===== src/rtl/thr_ctx_pkg.sv =====
package thr_ctx_pkg;
  typedef enum logic [1:0] {
    CTX_UNALLOC = 2'd0,
    CTX_ACTIVE  = 2'd1,
    CTX_SUSP    = 2'd2,
    CTX_HALTED  = 2'd3
  } ctx_state_e;
endpackage


===== src/rtl/ctx_delay_timer.sv =====
module ctx_delay_timer #(
  parameter int DLY_W = 4
) (
  input  logic             clk_i,
  input  logic             rst_ni,
  input  logic             start_i,
  input  logic [DLY_W-1:0] dly_i,
  input  logic             cancel_i,
  output logic             fire_o
);
  logic             busy_q;
  logic [DLY_W-1:0] cnt_q;

  assign fire_o = busy_q && (cnt_q == DLY_W'(1));

  always_ff @(posedge clk_i or negedge rst_ni) begin
    if (!rst_ni) begin
      busy_q <= 1'b0;
      cnt_q  <= '0;
    end else if (cancel_i) begin
      busy_q <= 1'b0;
    end else if (start_i) begin
      busy_q <= 1'b1;
      cnt_q  <= dly_i - DLY_W'(1);
    end else if (busy_q) begin
      if (cnt_q == DLY_W'(1)) busy_q <= 1'b0;
      else                    cnt_q  <= cnt_q - DLY_W'(1);
    end
  end
endmodule


===== src/rtl/ctx_state_fsm.sv =====
module ctx_state_fsm
  import thr_ctx_pkg::*;
#(
  parameter int DLY_W = 4
) (
  input  logic             clk_i,
  input  logic             rst_ni,
  input  logic             act_i,
  input  logic [DLY_W-1:0] dly_i,
  input  logic             susp_i,
  input  logic             dealloc_i,
  input  logic             halt_i,
  output ctx_state_e       state_o,
  output logic             exec_en_o
);
  ctx_state_e st_q, st_d;
  logic live, act_eff, dly_short, fire, tmr_start, tmr_cancel;

  assign live      = (st_q != CTX_HALTED);
  assign dly_short = (dly_i <= DLY_W'(1));
  // activate only counts when no stronger command is present
  assign act_eff   = live && act_i && !halt_i && !dealloc_i && !susp_i && (st_q != CTX_ACTIVE);
  assign tmr_start = act_eff && !dly_short;
  assign tmr_cancel = halt_i || (live && (dealloc_i || susp_i)) || (act_eff && dly_short);

  ctx_delay_timer #(.DLY_W(DLY_W)) u_tmr (
    .clk_i   (clk_i),
    .rst_ni  (rst_ni),
    .start_i (tmr_start),
    .dly_i   (dly_i),
    .cancel_i(tmr_cancel),
    .fire_o  (fire)
  );

  always_comb begin
    st_d = st_q;
    if (halt_i)                  st_d = CTX_HALTED;
    else if (!live)              st_d = st_q;
    else if (dealloc_i)          st_d = CTX_UNALLOC;
    else if (susp_i) begin
      if (st_q == CTX_ACTIVE)    st_d = CTX_SUSP;
    end else if (act_eff) begin
      if (dly_short)             st_d = CTX_ACTIVE;
    end else if (fire)           st_d = CTX_ACTIVE;
  end

  always_ff @(posedge clk_i or negedge rst_ni) begin
    if (!rst_ni) st_q <= CTX_UNALLOC;
    else         st_q <= st_d;
  end

  assign state_o   = st_q;
  assign exec_en_o = (st_q == CTX_ACTIVE);
endmodule


===== src/rtl/thr_ctx_tracker.sv =====
module thr_ctx_tracker
  import thr_ctx_pkg::*;
#(
  parameter int NUM_CTX = 4,
  parameter int DLY_W   = 4
) (
  input  logic                       clk_i,
  input  logic                       rst_ni,
  input  logic [NUM_CTX-1:0]         act_i,
  input  logic [NUM_CTX*DLY_W-1:0]   act_dly_i,
  input  logic [NUM_CTX-1:0]         susp_i,
  input  logic [NUM_CTX-1:0]         dealloc_i,
  input  logic [NUM_CTX-1:0]         halt_i,
  output logic [2*NUM_CTX-1:0]       state_o,
  output logic [NUM_CTX-1:0]         exec_en_o,
  output logic                       all_halted_o
);
  logic [NUM_CTX-1:0] halted;

  for (genvar c = 0; c < NUM_CTX; c++) begin : g_ctx
    ctx_state_e st;
    ctx_state_fsm #(.DLY_W(DLY_W)) u_fsm (
      .clk_i    (clk_i),
      .rst_ni   (rst_ni),
      .act_i    (act_i[c]),
      .dly_i    (act_dly_i[c*DLY_W +: DLY_W]),
      .susp_i   (susp_i[c]),
      .dealloc_i(dealloc_i[c]),
      .halt_i   (halt_i[c]),
      .state_o  (st),
      .exec_en_o(exec_en_o[c])
    );
    assign state_o[2*c +: 2] = st;
    assign halted[c]         = (st == CTX_HALTED);
  end

  assign all_halted_o = &halted;
endmodule


===== config.mk =====
export PLATFORM = sky130hd
export DESIGN_NAME = thr_ctx_tracker
export DESIGN_NICKNAME = d
export VERILOG_FILES = /design/src/rtl/thr_ctx_pkg.sv /design/src/rtl/ctx_delay_timer.sv /design/src/rtl/ctx_state_fsm.sv /design/src/rtl/thr_ctx_tracker.sv
export SDC_FILE = /design/constraint.sdc
export NUM_CORES = 1
export LEC_CHECK = 0
export BUFFER_PORTS_ARGS = -buffer_cell sky130_fd_sc_hd__buf_4
export CAP_MARGIN = 20
export CORE_ASPECT_RATIO = 0.6
export CORE_MARGIN = 4
export CORE_UTILIZATION = 33
export DETAILED_ROUTE_END_ITERATION = 16
export PLACE_DENSITY = 0.54
export SYNTH_ARGS = -nofsm -noshare
export SYNTH_HDL_FRONTEND = slang
export SYNTH_SLANG_ARGS = --single-unit
export TNS_END_PERCENT = 30

===== constraint.sdc =====
create_clock -name clk_i -period 5.8 [get_ports clk_i]
set_input_delay 1.16 -clock clk_i [delete_from_list [all_inputs] [get_ports clk_i]]
set_output_delay 1.16 -clock clk_i [all_outputs]
set_load 0.005 [all_outputs]

==> results.tsv <==
stage	metric	value	unit
yosys	#FFs+latches synth	28	
sta	Final Hold Fails	0	
yosys	number of synthesized flops with an enable pin	0	
die	Die Y	70.9	um
routing	initial drt markers	134	
clock_network	TritonCTS Sinks	28	
global_route	initial antenna violation count	0	
sta	Max Clk Rate	393	MHz
clock_network	CTS Buffer Depth	2	
sta	final setup violation count	0	
die	Die Wd	113	um
yosys	Synth cell types	41	
pwr	Clk pwr share	26.8	%
final_layout	area growth from synthesis to layout	22.6	%
sta	RSZ-0062 raised after global routing	false	
setup_path	CP Capture Type	primary output	
sta	slew at the pin with the worst max-slew slack	0.615	ns
yosys	proportion of synthesized chip area in sequential cells	32.2	%
pwr	switching share of power	30.9	%
routing	Via density	5.06	
run_status	status	finished clean	
clock_network	Post-CTS Setup Bufs	0	
final_layout	Final nets	337	
sta	hold slack	0.528	ns
global_route	global-route wire length before repair	8.22	mm
routing	post-route ant nets	0	
sta	Pins Over Slew Limit	0	
yosys	Post-Syn Area	2180	um^2
final_layout	# diodes	0	
sta	Fin Clk Skew	0.00827	ns
global_route	GRT Overall Usage	12.3	%
placed_design	routability cong.	0.833	
setup_path	Worst Setup Start Kind	register	
job	maxcap violations	0	
clock_network	CTS clk-pin slew, worst paths	0.09	ns
clock_network	CTS H-tree lvls	1	
final_layout	most frequent cells in the layout	buf_4, dfrtp_1, inv_1, a21oi_1, nand2_1	
pwr	LEAKAGE	1.18	nW
clock_network	CTS Buf Count	3	
clock_network	clock root cell	clkbuf_8	
final_layout	share of cells above drive strength 1	24.5	%
sta	fin crit share	43.9	%
die	I/O pins	47	
global_route	largest net degree at the start of global routing	29	
clock_network	cts hold-fix bufs	0	
sta	Rel. slew slack	58.9	%
placed_design	I/O Buffers	46	
clock_network	CTS resizes	0	
pwr	Power per Cell Area	218	nW/um^2
yosys	Yosys warnings	0	
yosys	syn_nets	290	
pwr	maximum vdd drop	99.9	uV
global_route	total grt overflow	0	
yosys	asr flop ratio synth	100	%
yosys	Post-Syn Area per Cell	9.08	um^2
sta	Fin Setup TNS	0	ns
routing	wire per inst	13.6	um
placed_design	HPWL Detailed	4.05	mm
routing	Vias	1871	
final_layout	most common cell after layout, fill and taps aside	buf_4	
die	Cell Rows	22	
routing	DRT Wirelength	5.04	mm
setup_path	crit path DAT	1.39	ns
yosys	Cells after Synth	240	
clock_network	CTS tree	done	
die	core area	6250	um^2
setup_path	Critical Path RT	4.64	ns
setup_path	critical-path maximum fanout	7	
die	die area	8010	um^2
global_route	vias in the first global route	1668	
sta	post-layout min period	2.55	ns
setup_path	WS Path Type	reg -> out	
routing	router iterations before antenna repair	4	
clock_network	Clk Latency, worst-skew pair	0.28	ns
pwr	Internal Power	402	uW
pwr	Flop pwr share	44.2	%
yosys	Primary FF master, synth	dfrtp_1	
worst_hold_path	worst min path class	reg -> reg	
pwr	Psw	179	uW
routing	DRC errors left	0	
die	Starting Density	34.9	%
pwr	Gate power share	29.0	%
## path summary, 6_finish.rpt
check | from | end | slack (ns) | cells past startpoint
min | g_ctx[0].u_fsm.u_tmr.cnt_q[3]$_DFFE_PN0P_ | g_ctx[0].u_fsm.u_tmr.cnt_q[3]$_DFFE_PN0P_ | 0.53 | 1
min reg2reg | g_ctx[0].u_fsm.u_tmr.cnt_q[3]$_DFFE_PN0P_ | g_ctx[0].u_fsm.u_tmr.cnt_q[3]$_DFFE_PN0P_ | 0.53 | 1
max in group asynchronous | rst_ni | g_ctx[0].u_fsm.u_tmr.cnt_q[1]$_DFFE_PN0P_ | 4.73 | 1
min in group asynchronous | rst_ni | g_ctx[0].u_fsm.state_o[0]$_DFFE_PN0P_ | 0.78 | 1
max | g_ctx[3].u_fsm.state_o[0]$_DFFE_PN0P_ | all_halted_o | 3.25 | 3
max reg2reg | g_ctx[0].u_fsm.u_tmr.cnt_q[0]$_DFFE_PN0P_ | g_ctx[0].u_fsm.u_tmr.cnt_q[3]$_DFFE_PN0P_ | 3.88 | 6
## cell usage after synthesis, types with 3 or more instances
cell	n	area, um^2
dfrtp_1	28	701
inv_1	25	93.8
a21oi_1	21	105
nand2_1	19	71.3
nor2_1	17	63.8
ha_1	16	200
o22ai_1	11	68.8
o21ai_0	10	50.1
nor3_1	7	35.0
a21o_1	6	45.0
nor2b_1	6	37.5
a22o_1	5	43.8
nor3b_1	5	37.5
o311ai_2	5	81.3
or4_1	5	37.5
buf_4	4	30.0
nand2b_1	4	25.0
or3b_2	4	35.0
xnor2_1	4	35.0
xor2_1	4	35.0
a2bb2oi_1	3	26.3
o22a_1	3	26.3
o311a_1	3	30.0
o311ai_4	3	78.8
or2_2	3	18.8
## routing by layer
metal  GRT usage, %  vias to the layer above  wire length [um]
li1               -                      961                 -
met1           20.1                      879              2880
met2           16.1                       29              1910
met3           3.25                        2               224
met4           1.60                        0                15
met5              0                        -                 0
## critical path: stages, from the launching register on
cell and delay [ns]:
dfrtp_1 0.48, nand2_1 0.16, nor4_1 0.31, buf_4 0.17
## logic make-up (layout without fill, tap and decap cells)
kind of cell    count (synthesis)  count (layout)  synth area share [%]
flops                          28              28                  32.2
xor+xnor                        8               8                  3.22
buf+inv                        29              75                  5.69
compound gates                 80              80                  29.4
fa+ha+maj                      16              16                  9.19
simple gates                   79              79                  20.4
## power groups by stage
stage                     clock (mW)  sequential [mW]  combinational (mW)
after floorplan                    0            0.252               0.108
after detailed placement           0            0.260               0.170
after CTS                      0.162            0.256               0.170
after global placement             0            0.261               0.167
after global routing           0.171            0.263               0.192
final                          0.156            0.257               0.168
## per-stage QoR
step	area [um^2]	power, mW	setup slack [ns]	util (%)	instances
finish	2670	0.581	3.25	42.7	370
global route	2670	0.625	3.11	42.7	370
CTS	2670	0.589	3.21	42.7	370
detailed placement	2600	0.430	3.04	41.6	366
global placement	2600	0.428	3.08	41.6	366
floorplan	2180	0.360	3.30	-	240
## state kept, by name (all words and copies together) (netlist names)
signal / flops
g_ctx.u_fsm.state_o: 8
g_ctx.u_fsm.u_tmr.busy_q: 4
g_ctx.u_fsm.u_tmr.cnt_q: 16
## layout make-up
class / instances / area [um^2]
Inverter: 25 / 93.8
Fill cell: 615 / 3580
Clock inverter: 1 / 30.0
Sequential cell: 28 / 701
Multi-Input combinational cell: 183 / 1350
Clock buffer: 3 / 41.3
Timing Repair Buffer: 46 / 345
Tap cell: 84 / 105
(Power assumes the default switching activity.)
